File: config.mk
export PLATFORM = sky130hd
export DESIGN_NAME = uart_mv_rx
export DESIGN_NICKNAME = d
export VERILOG_FILES = /design/src/rtl/uart_mv_rx_pkg.sv /design/src/rtl/uart_mv_rx_sync.sv /design/src/rtl/uart_mv_rx_voter.sv /design/src/rtl/uart_mv_rx_hold.sv /design/src/rtl/uart_mv_rx.sv
export SDC_FILE = /design/constraint.sdc
export NUM_CORES = 1
export LEC_CHECK = 0
export ABC_AREA = 1
export BUFFER_PORTS_ARGS = -buffer_cell sky130_fd_sc_hd__buf_4
export CAP_MARGIN = 20
export CORE_AREA = 2 2 74 55
export DETAILED_ROUTE_END_ITERATION = 8
export DIE_AREA = 0 0 76 57
export PLACE_DENSITY = 0.66
export SLEW_MARGIN = 40
export SYNTH_ARGS = -nofsm -noshare
export SYNTH_HDL_FRONTEND = slang
export SYNTH_SLANG_ARGS = --single-unit
File: constraint.sdc
create_clock -name clk -period 3.7 [get_ports clk]
set_input_delay 0.185 -clock clk [delete_from_list [all_inputs] [get_ports clk]]
set_output_delay 0.185 -clock clk [all_outputs]
set_load 0.05 [all_outputs]
File: src/rtl/uart_mv_rx_pkg.sv
package uart_mv_rx_pkg;

    typedef enum logic [1:0] {
        RX_IDLE  = 2'd0,
        RX_START = 2'd1,
        RX_DATA  = 2'd2,
        RX_STOP  = 2'd3
    } rx_state_e;

    function automatic logic maj3(input logic a, input logic b, input logic c);
        return (a & b) | (a & c) | (b & c);
    endfunction

endpackage

File: src/rtl/uart_mv_rx_sync.sv
module uart_mv_rx_sync #(
    parameter int STAGES = 2
) (
    input  logic clk,
    input  logic rst_n,
    input  logic din,
    output logic dout
);
    logic [STAGES-1:0] chain_q;

    always_ff @(posedge clk or negedge rst_n) begin
        if (!rst_n) begin
            chain_q <= '1;
        end else begin
            chain_q <= {chain_q[STAGES-2:0], din};
        end
    end

    assign dout = chain_q[STAGES-1];
endmodule

File: src/rtl/uart_mv_rx_voter.sv
module uart_mv_rx_voter
    import uart_mv_rx_pkg::*;
#(
    parameter int OVS = 16
) (
    input  logic clk,
    input  logic rst_n,
    input  logic tick,
    input  logic line,
    input  logic align,
    input  logic run,
    output logic vote_strobe,
    output logic vote_bit
);
    localparam int PW = $clog2(OVS);
    localparam int VA = OVS / 2 - 1;
    localparam int VB = OVS / 2;
    localparam int VC = OVS / 2 + 1;

    logic [PW-1:0] phase_q;
    logic          samp_a_q;
    logic          samp_b_q;

    always_ff @(posedge clk or negedge rst_n) begin
        if (!rst_n) begin
            phase_q  <= '0;
            samp_a_q <= 1'b1;
            samp_b_q <= 1'b1;
        end else if (tick) begin
            if (align) begin
                phase_q <= PW'(1);
            end else if (run) begin
                phase_q <= (phase_q == PW'(OVS - 1)) ? '0 : phase_q + PW'(1);
            end
            if (run && phase_q == PW'(VA)) begin
                samp_a_q <= line;
            end
            if (run && phase_q == PW'(VB)) begin
                samp_b_q <= line;
            end
        end
    end

    assign vote_strobe = tick && run && (phase_q == PW'(VC));
    assign vote_bit    = maj3(samp_a_q, samp_b_q, line);
endmodule

File: src/rtl/uart_mv_rx_hold.sv
module uart_mv_rx_hold #(
    parameter int DW = 8
) (
    input  logic          clk,
    input  logic          rst_n,
    input  logic          frame_done,
    input  logic [DW-1:0] frame_data,
    input  logic          frame_stop,
    input  logic          addr_filt_en,
    input  logic          flag_clr,
    output logic [DW-1:0] hold_data,
    output logic          hold_stop,
    output logic          hold_flag
);
    logic accept;

    assign accept = frame_done && !hold_flag && (!addr_filt_en || frame_stop);

    always_ff @(posedge clk or negedge rst_n) begin
        if (!rst_n) begin
            hold_data <= '0;
            hold_stop <= 1'b0;
            hold_flag <= 1'b0;
        end else begin
            if (accept) begin
                hold_data <= frame_data;
                hold_stop <= frame_stop;
            end
            if (accept) begin
                hold_flag <= 1'b1;
            end else if (flag_clr) begin
                hold_flag <= 1'b0;
            end
        end
    end
endmodule

File: src/rtl/uart_mv_rx.sv
module uart_mv_rx
    import uart_mv_rx_pkg::*;
#(
    parameter int DW          = 8,
    parameter int OVS         = 16,
    parameter int SYNC_STAGES = 2
) (
    input  logic          clk,
    input  logic          rst_n,
    input  logic          sample_tick,
    input  logic          rx_line,
    input  logic          addr_filt_en,
    input  logic          flag_clr,
    output logic [DW-1:0] rx_data,
    output logic          rx_stop,
    output logic          rx_flag
);
    localparam int CW = $clog2(DW + 1);

    rx_state_e     state_q, state_d;
    logic          line_s;
    logic          prev_q;
    logic          fall;
    logic          align;
    logic          run;
    logic          vote_strobe;
    logic          vote_bit;
    logic          frame_done;
    logic [DW-1:0] shift_q;
    logic [CW-1:0] bit_cnt_q;

    uart_mv_rx_sync #(.STAGES(SYNC_STAGES)) u_sync (
        .clk  (clk),
        .rst_n(rst_n),
        .din  (rx_line),
        .dout (line_s)
    );

    assign fall  = sample_tick && prev_q && !line_s;
    assign align = (state_q == RX_IDLE) && fall;
    assign run   = (state_q != RX_IDLE);

    uart_mv_rx_voter #(.OVS(OVS)) u_voter (
        .clk        (clk),
        .rst_n      (rst_n),
        .tick       (sample_tick),
        .line       (line_s),
        .align      (align),
        .run        (run),
        .vote_strobe(vote_strobe),
        .vote_bit   (vote_bit)
    );

    // state register
    always_ff @(posedge clk or negedge rst_n) begin
        if (!rst_n) begin
            state_q <= RX_IDLE;
        end else begin
            state_q <= state_d;
        end
    end

    // transitions
    always_comb begin
        state_d = state_q;
        unique case (state_q)
            RX_IDLE: begin
                if (fall) state_d = RX_START;                     // edge_seen
            end
            RX_START: begin
                if (vote_strobe) begin
                    state_d = vote_bit ? RX_IDLE : RX_DATA;       // start_bad / start_ok
                end
            end
            RX_DATA: begin
                if (vote_strobe && bit_cnt_q == CW'(DW - 1)) begin
                    state_d = RX_STOP;                            // data_last
                end
            end
            RX_STOP: begin
                if (vote_strobe) state_d = RX_IDLE;               // stop_done
            end
            default: state_d = RX_IDLE;
        endcase
    end

    // datapath driven by state
    always_ff @(posedge clk or negedge rst_n) begin
        if (!rst_n) begin
            prev_q    <= 1'b1;
            shift_q   <= '0;
            bit_cnt_q <= '0;
        end else begin
            if (sample_tick) begin
                prev_q <= line_s;
            end
            if (align) begin
                bit_cnt_q <= '0;
            end else if (state_q == RX_DATA && vote_strobe) begin
                shift_q   <= {vote_bit, shift_q[DW-1:1]};
                bit_cnt_q <= bit_cnt_q + CW'(1);
            end
        end
    end

    assign frame_done = (state_q == RX_STOP) && vote_strobe;

    uart_mv_rx_hold #(.DW(DW)) u_hold (
        .clk         (clk),
        .rst_n       (rst_n),
        .frame_done  (frame_done),
        .frame_data  (shift_q),
        .frame_stop  (vote_bit),
        .addr_filt_en(addr_filt_en),
        .flag_clr    (flag_clr),
        .hold_data   (rx_data),
        .hold_stop   (rx_stop),
        .hold_flag   (rx_flag)
    );
endmodule

==> results.py, run 1 <==
metrics = {
    "placed_design": {
        "portBuffers": 15,
        "dp.cells": 242,
        "pre_cts_ws_ns": 2.06,
        "gp_congestion": 0.807,
        "placed_area_um2": 1700,
        "dp_hpwl_um": 2010,
    },
    "routing": {
        "vias_per_cell": 4.70,
        "routed_wl_um": 2800,
        "route.vias.total": 1180,
        "dr.first_iter.drc_count": 62,
        "dr.pass1.iters": 4,
        "drc_errors": 0,
        "antenna_left": 0,
        "wl_per_cell_um": 11.2,
    },
    "synth": {
        "ys_seq_area_share_pct": 53.8,
        "synth_ff_type": "dfrtp_1",
        "yosys.area_share.xor_xnor_pct": 1.13,
        "syn_inst": 177,
        "ys_async_sr_fraction_pct": 100,
        "synth_top_family_by_area": "simple AND/OR/NAND/NOR gates",
        "synthAdderAreaFrac_pct": 3.24,
        "syn_avg_cell_area_um2": 8.73,
        "ys_warn_count": 0,
        "synth-edff-count": 0,
        "ys_types": 24,
        "synth_compound_area_share_pct": 6.23,
        "synthMuxAreaShare_pct": 0,
        "netlist_area_um2": 1550,
        "synth_seq_cells": 33,
        "synth_nets": 187,
        "synth-simple-area-share_pct": 29.0,
    },
    "grt": {
        "grt_antenna_before_repair": 0,
        "grt_use_total_pct": 14.4,
        "grt_pass1_vias": 1033,
        "grt_pass1_wl_um": 4850,
        "grt_max_degree": 34,
        "grt-ovfl-total": 0,
    },
    "timing": {
        "slew_headroom_pct": 72.5,
        "finalCritPeriodShare_pct": 44.4,
        "slew_violations": 0,
        "clock.fmax_ghz": 0.609,
        "rsz0062_at_grt": "no",
        "hold_viol": 0,
        "fin_crit_ns": 1.64,
        "finalSetupViolCount": 0,
        "fin_worst_skew_ns": 0.00839,
        "worst_pin_slew_ns": 0.413,
        "fin_tns_setup_ns": 0,
        "setup_ws_ns": 2.06,
    },
    "cts": {
        "cts_made_buffers": 5,
        "clk_pin_slew_ns": 0.07,
        "h-tree-depth": 2,
        "cts_tree": "yes",
        "cts_resized": 0,
        "cts_root_buffer": "clkbuf_8",
        "worstSkewPairLatency_ns": 0.28,
        "clkSinkCount": 33,
        "clockBufferDepth": 2,
    },
    "power": {
        "p_leak_nw": 0.987,
        "power_mw": 1.32,
        "peakVddDrop_mv": 0.272,
        "p_per_area_nw_per_um2": 732,
    },
    "worst_setup_path": {
        "cp_data_arrival_time_ns": 1.82,
        "crit_type": "reg -> reg",
        "crit_required_ns": 3.88,
        "cp-end-kind": "flop",
        "cp_max_fo": 10,
        "critPathLaunchType": "flop",
    },
    "run": {
        "cap_violations": 0,
    },
    "finish": {
        "n_antenna_cell": 0,
        "finish.instance_area_um2": 1800,
        "drive_gt1_share_pct": 17.6,
        "area_growth_pct": 16.3,
        "fin_nets": 208,
        "nFillCells": 348,
        "fin_cells": 251,
    },
    "floorplan": {
        "die_x_um": 76,
        "die_h_um": 57,
        "coreArea_um2": 3680,
        "floorplan.initialDensity_pct": 41.9,
        "die-area_um2": 4330,
        "row_count": 19,
        "io_pins": 16,
    },
    "min_path": {
        "hold_path.class": "in -> reg",
    },
    "outcome": {
        "outcome": "finished clean",
    },
}
-- layout make-up --
class / count / area, um^2 / area share (%)
Timing Repair Buffer: 16 / 123 / 6.82
Inverter: 22 / 82.6 / 4.60
Multi-Input combinational cell: 120 / 612 / 34.1
Sequential cell: 33 / 832 / 46.3
Clock buffer: 6 / 72.6 / 4.04
Tap cell: 52 / 65.1 / 3.62
Clock inverter: 2 / 10.0 / 0.557
-- cell usage after synthesis, types with 2 or more instances --
library cell | number | area, um^2
a21oi_1 | 4 | 20.0
dfrtp_1 | 28 | 701
dfstp_2 | 5 | 131
ha_1 | 4 | 50.1
inv_1 | 21 | 78.8
nand2_1 | 55 | 206
nand3_1 | 23 | 115
nand3_2 | 2 | 20.0
nand4_1 | 4 | 25.0
nor2_1 | 6 | 22.5
o21ai_0 | 9 | 45.0
o21ai_1 | 3 | 15.0
xor2_1 | 2 | 17.5
-- worst max-delay path, stage by stage (launching register included) --
cell and delay, ns:
dfstp_2 0.55, nand2_1 0.05, nand3_1 0.15, inv_1 0.09, nand2_1 0.25, nand3_2 0.25
nand2_1 0.13, nand2_1 0.06
-- power breakdown --
part,switching [mW],total (mW),internal (mW)
Sequential,0.0970,0.582,0.485
Clock,0.128,0.258,0.130
Combinational,0.325,0.476,0.151
-- logic make-up (layout without fill, tap and decap cells) --
family	after synthesis	in the layout
simple gates	96	96
fa+ha+maj	4	4
compound gates	18	18
flops	33	33
buf+inv	24	46
xor+xnor	2	2
-- path summary, 6_finish.rpt --
| kind | from | end | slack, ns | depth (start not counted) |
|---|---|---|---|---|
| worst min register to register | u_sync.chain_q[0]$_DFF_PN1_ | u_sync.chain_q[1]$_DFF_PN1_ | 0.36 | 0 |
| worst max-delay path | u_voter.samp_b_q$_DFFE_PN1P_ | u_hold.hold_data[2]$_DFFE_PN0P_ | 2.06 | 7 |
| min in group asynchronous | rst_n | u_hold.hold_data[3]$_DFFE_PN0P_ | 0.38 | 2 |
| worst max register to register | u_voter.samp_b_q$_DFFE_PN1P_ | u_hold.hold_data[2]$_DFFE_PN0P_ | 2.06 | 7 |
| max in group asynchronous | rst_n | u_sync.chain_q[1]$_DFF_PN1_ | 2.98 | 2 |
| worst min-delay path | rx_line | u_sync.chain_q[0]$_DFF_PN1_ | 0.01 | 1 |
-- per-stage QoR --
step / utilization, % / hold WS [ns]
3_5_place_dp: 46.2 / 0.150
4_1_cts: 48.8 / 0.00124
3_3_place_gp: 46.2 / 0.151
6_report: 48.8 / 0.0108
5_1_grt: 48.8 / 0.00112
2_1_floorplan: - / -0.111
-- layout by cell type (no fill, tap or decap), drive strengths merged --
master	n
nor3	2
clkinv	2
and2	1
xor2	2
o21bai	1
ha	4
clkbuf	6
buf	15
nand4	4
nor2	8
nand3	25
dfrtp	28
nand2	56
o21ai	13
dlygate4sd3	1
inv	22
a21oi	4
dfstp	5
-- sequential cells by signal (all words and copies together), names as in the netlist, 2 cells and up, named ones only --
name	count
bit_cnt_q	4
u_hold.hold_data	8
shift_q	8
u_sync.chain_q	2
u_voter.phase_q	4
-- metal layers --
| layer | global-route usage (%) | wire (um) |
|---|---|---|
| met5 | 0 | 0 |
| met1 | 22.0 | 1580 |
| met4 | 7.79 | 60 |
| met2 | 18.5 | 1030 |
| met3 | 3.96 | 128 |
-- what timing repair did --
action | in CTS | in global routing
hold buffers | 1 | 0
setup buffers | 0 | 0
endpoints found under the hold margin | 28 | 0
Power figures use the tool's default switching activity.
==> inputs of run 2 (changes only) <==
- PLACE_DENSITY: 0.66 -> 0.69
- clock period: 3.7 -> 1.5 ns (I/O delays scaled with it)
==> results.py, run 2 (synthesis gave the netlist of run 1 again) <==
metrics = {
    "cts": {
        "cts_tree": "yes",
        "post_cts_buffers": 0,
        "clkSinkCount": 33,
        "worstSkewPairLatency_ns": 0.28,
        "clk_pin_slew_ns": 0.06,
        "h-tree-depth": 2,
        "clockBufferDepth": 2,
        "cts_root_buffer": "clkbuf_8",
        "cts_made_buffers": 5,
    },
    "worst_setup_path": {
        "cp_data_arrival_time_ns": 1.60,
        "rr_startpoint": "u_voter.phase_q[1]$_DFFE_PN0P_",
        "crit_type": "reg -> reg",
        "critPathLaunchType": "flop",
        "crit_chain": "inv_1 -> ha_2 -> nand3_4 -> nor2_8 -> and2_4 -> nand3_1 -> nand2_1",
        "cp_max_fo": 9,
        "crit_path_end": "u_hold.hold_data[2]$_DFFE_PN0P_",
        "crit_required_ns": 1.72,
        "crit_slowest_cell": "dfrtp_1",
        "rr_worst_depth": 7,
        "startpoint": "u_voter.phase_q[1]$_DFFE_PN0P_",
        "r2r_end": "u_hold.hold_data[2]$_DFFE_PN0P_",
        "slowest_delay_ns": 0.39,
        "cp-end-kind": "flop",
        "reg2reg_setup_slack_ns": 0.11,
    },
    "timing": {
        "clock.fmax_ghz": 0.721,
        "finalSetupViolCount": 0,
        "fin_worst_skew_ns": 0.00458,
        "rsz0062_at_grt": "no",
        "hold_viol": 0,
        "finalCritPeriodShare_pct": 92.4,
        "hold_slack_ns": 0.0660,
        "slew_headroom_pct": 70.6,
        "fin_tns_setup_ns": 0,
        "fin_crit_ns": 1.39,
        "slew_violations": 0,
        "worst_pin_slew_ns": 0.440,
    },
    "grt": {
        "grt-ovfl-total": 0,
        "grt_pass1_wl_um": 4770,
        "grt_pass1_vias": 1034,
        "grt_max_degree": 34,
        "grt_antenna_before_repair": 0,
        "grt_use_total_pct": 14.1,
    },
    "routing": {
        "dr.first_iter.drc_count": 73,
        "wl_per_cell_um": 10.9,
        "drc_errors": 0,
        "antenna_left": 0,
        "routed_wl_um": 2810,
        "route.vias.total": 1179,
        "vias_per_cell": 4.57,
        "dr.pass1.iters": 4,
    },
    "finish": {
        "final_common_cell": "nand2_1",
        "final_cell_mix": "nand2_1 (55), dfrtp_1 (28), nand3_1 (23)",
        "area_growth_pct": 21.9,
        "top_regs": "shift_q x8, u_hold.hold_data x8",
        "n_antenna_cell": 0,
        "nFillCells": 354,
        "fin_nets": 215,
        "drive_gt1_share_pct": 19.4,
    },
    "placed_design": {
        "dp_hpwl_um": 1950,
        "gp_congestion": 0.772,
        "portBuffers": 15,
    },
    "floorplan": {
        "die_h_um": 57,
        "die_x_um": 76,
        "coreArea_um2": 3680,
        "die-area_um2": 4330,
        "io_pins": 16,
        "row_count": 19,
        "floorplan.initialDensity_pct": 41.9,
    },
    "outcome": {
        "outcome": "finished clean",
    },
    "run": {
        "cap_violations": 0,
    },
    "power": {
        "p_per_area_nw_per_um2": 1780,
        "peakVddDrop_mv": 0.654,
        "p_leak_nw": 1.00,
    },
    "min_path": {
        "hold_path.class": "in -> reg",
    },
}
-- run 2: cell types whose count changed in the layout (fill, tap and decap cells not counted), moves of 2 or more --
cell / delta
buf_4: +4
clkbuf_1: +2
clkinv_2: -2
dlygate4sd3_1: +2
nand3_2: -2
nand3_4: +2
-- run 2: cell type report --
cell class,instances,area [um^2],share of cell area [%]
well taps,52,65.1,3.45
repair buffers,23,184,9.76
clock buffers,8,80.1,4.25
flip-flops and latches,33,832,44.2
multi-input cells,120,641,34.0
inverters,22,82.6,4.38
-- run 2: repair_timing --
action / in CTS / in global routing
hold buffers: 3 / 0
gates resized for setup: 1 / 6
pin swaps: 0 / 1
endpoints found under the setup margin: 9 / 15
endpoints found under the hold margin: 30 / 0
-- run 2: worst min path at each step --
stage                      from  depth (start not counted)                              end  slack [ns]
finish              sample_tick                          4               prev_q$_DFFE_PN1P_        0.07
global route        sample_tick                          3               prev_q$_DFFE_PN1P_        0.09
CTS                 sample_tick                          4               prev_q$_DFFE_PN1P_        0.06
detailed placement        rst_n                          1  u_hold.hold_data[5]$_DFFE_PN0P_        0.04
global placement          rst_n                          1  u_hold.hold_data[5]$_DFFE_PN0P_        0.04
floorplan                 rst_n                          0       asynchronous set/reset pin       -0.22
-- run 2: where the power goes --
part           switching (mW)  internal [mW]  total, mW
clock                   0.293          0.329      0.622
sequential              0.232           1.20       1.43
combinational           0.855          0.457       1.31
-- run 2: routing by layer --
layer  wire length [um]  global-route usage (%)  vias to the layer above
li1                   -                       -                      624
met4                 44                    6.23                        0
met1               1500                    21.2                      526
met3                114                    3.80                        5
met5                  0                       0                        -
met2               1150                    19.0                       24
-- run 2: stage by stage --
| stage | area (um^2) | cells | setup slack [ns] | power (mW) | util, % |
|---|---|---|---|---|---|
| after floorplan | 1550 | 177 | 0.110 | 2.29 | - |
| after global placement | 1740 | 247 | 0.0544 | 2.68 | 47.3 |
| after global routing | 1880 | 258 | 0.00556 | 3.64 | 51.1 |
| final | 1880 | 258 | 0.113 | 3.36 | 51.1 |
| after detailed placement | 1740 | 247 | -0.0257 | 2.69 | 47.3 |
| after CTS | 1850 | 258 | 0.0269 | 3.34 | 50.3 |
-- run 2: critical path: cells and delay by family, from the launching register on --
| family | cells | cell delay, ns |
|---|---|---|
| adders and majority gates | 1 | 0.20 |
| DFF | 1 | 0.39 |
| and+or+nand+nor | 5 | 0.65 |
| buffers and inverters | 1 | 0.08 |
==> inputs of run 3 (changes only) <==
- CORE_AREA: 2 2 74 55 -> 2 2 51 77
- DIE_AREA: 0 0 76 57 -> 0 0 53 79
- PLACE_DENSITY: 0.69 -> 0.7
==> results.py, run 3 (synthesis gave the netlist of run 1 again) <==
metrics = {
    "outcome": {
        "outcome": "finished clean",
    },
    "power": {
        "power_mw": 3.66,
        "p_leak_nw": 1.02,
        "p_per_area_nw_per_um2": 1900,
        "peakVddDrop_mv": 1.32,
    },
    "timing": {
        "finalCritPeriodShare_pct": 94.2,
        "hold_viol": 0,
        "fin_tns_setup_ns": 0,
        "finalSetupViolCount": 0,
        "slew_headroom_pct": 72.6,
        "rsz0062_at_grt": "yes",
        "clock.fmax_ghz": 0.708,
        "fin_crit_ns": 1.41,
        "fin_worst_skew_ns": 0.00417,
        "worst_pin_slew_ns": 0.412,
        "slew_violations": 0,
        "setup_ws_ns": 0.0873,
    },
    "floorplan": {
        "die_x_um": 53,
        "coreArea_um2": 3550,
        "io_pins": 16,
        "row_count": 27,
        "die_h_um": 79,
        "floorplan.initialDensity_pct": 43.6,
        "die-area_um2": 4190,
    },
    "cts": {
        "clkSinkCount": 33,
        "h-tree-depth": 2,
        "clockBufferDepth": 2,
        "cts_root_buffer": "clkbuf_8",
        "worstSkewPairLatency_ns": 0.29,
        "cts_tree": "yes",
        "cts_made_buffers": 5,
        "clk_pin_slew_ns": 0.07,
    },
    "routing": {
        "antenna_left": 0,
        "dr_wl_met3_um": 114,
        "wl_per_cell_um": 12.9,
        "routed_wl_um": 3230,
        "dr_wl_met2_um": 1780,
        "dr.first_iter.drc_count": 23,
        "wl_met1_um": 1290,
        "vias_per_cell": 4.91,
        "routed.top_layer": "met4",
        "dr.pass1.iters": 4,
        "route.vias.total": 1227,
        "drc_errors": 0,
    },
    "worst_setup_path": {
        "crit_path_end": "u_hold.hold_data[0]$_DFFE_PN0P_",
        "cp-end-kind": "flop",
        "rr_startpoint": "u_voter.phase_q[1]$_DFFE_PN0P_",
        "cp_data_arrival_time_ns": 1.60,
        "critPathLaunchType": "flop",
        "reg2reg_setup_slack_ns": 0.09,
        "rr_worst_depth": 7,
        "crit_required_ns": 1.68,
        "startpoint": "u_voter.phase_q[1]$_DFFE_PN0P_",
        "r2r_end": "u_hold.hold_data[0]$_DFFE_PN0P_",
        "crit_type": "reg -> reg",
        "cp_max_fo": 9,
    },
    "placed_design": {
        "portBuffers": 15,
        "gp_congestion": 0.791,
        "pre_cts_ws_ns": -0.0192,
        "dp_hpwl_um": 2190,
        "dp.cells": 237,
    },
    "grt": {
        "grt_pass1_vias": 1225,
        "grt_use_total_pct": 18.2,
        "grt_pass1_wl_um": 5400,
        "grt_antenna_before_repair": 0,
        "grt_max_degree": 34,
        "grt-ovfl-total": 0,
    },
    "finish": {
        "top_regs": "shift_q x8, u_hold.hold_data x8",
        "drive_gt1_share_pct": 20.8,
        "final_common_cell": "nand2_1",
        "final_cell_mix": "nand2_1 (54), dfrtp_1 (28), nand3_1 (23)",
        "n_antenna_cell": 0,
        "fin_nets": 216,
        "fin_cells": 250,
        "area_growth_pct": 24.7,
    },
    "min_path": {
        "hold_path.class": "in -> reg",
        "min_from": "sample_tick",
        "hold_depth": 4,
    },
    "run": {
        "cap_violations": 0,
    },
}
-- run 3: critical path: stages, from the launching register on --
cell	delay (ns)
dfrtp_1	0.38
inv_1	0.07
ha_1	0.15
nand3_2	0.13
nor2_8	0.23
nand3_2	0.17
nand2_1	0.10
nand2_1	0.06
-- run 3: power by group --
part           internal, mW  switching [mW]  total (mW)  leakage, nW
clock network         0.541           0.327       0.868       0.0585
logic                 0.445           0.890        1.33        0.554
registers              1.20           0.261        1.46        0.410
total                  2.18            1.48        3.66         1.02
-- run 3: worst min path at each step --
stage | end | slack, ns
6_report | prev_q$_DFFE_PN1P_ | 0.08
5_1_grt | prev_q$_DFFE_PN1P_ | 0.10
4_1_cts | prev_q$_DFFE_PN1P_ | 0.05
3_5_place_dp | bit_cnt_q[3]$_DFFE_PN0P_ | 0.04
3_3_place_gp | bit_cnt_q[2]$_DFFE_PN0P_ | 0.04
2_1_floorplan | asynchronous set/reset pin | -0.22
-- run 3: stage by stage --
step / util [%] / hold WS [ns] / area, um^2
floorplan: - / -0.221 / 1550
global placement: 48.6 / 0.0409 / 1720
detailed placement: 48.6 / 0.0415 / 1720
CTS: 52.7 / 0.0459 / 1870
global route: 54.3 / 0.103 / 1930
finish: 54.3 / 0.0779 / 1930
-- run 3: final cells by class --
| type | instances | area (um^2) |
|---|---|---|
| Clock inverter | 1 | 30.0 |
| Tap cell | 43 | 53.8 |
| Sequential cell | 33 | 832 |
| Multi-Input combinational cell | 122 | 669 |
| Inverter | 22 | 82.6 |
| Fill cell | 334 | 1620 |
| Timing Repair Buffer | 22 | 173 |
| Clock buffer | 7 | 86.3 |
-- run 3: repair_timing --
action / 4_1_cts / 5_1_grt
buffers inserted: 0 / 0
endpoints found under the hold margin: 30 / 0
gates cloned: 0 / 2
gates resized for setup: 1 / 7
hold buffers: 3 / 0
setup endpoints to repair: 9 / 11
pin swaps: 0 / 1
-- run 3: metal layers --
layer,track usage (%),vias up
met5,0,-
met4,9.23,0
met1,19.8,580
met2,30.8,18
li1,-,625
met3,5.64,4
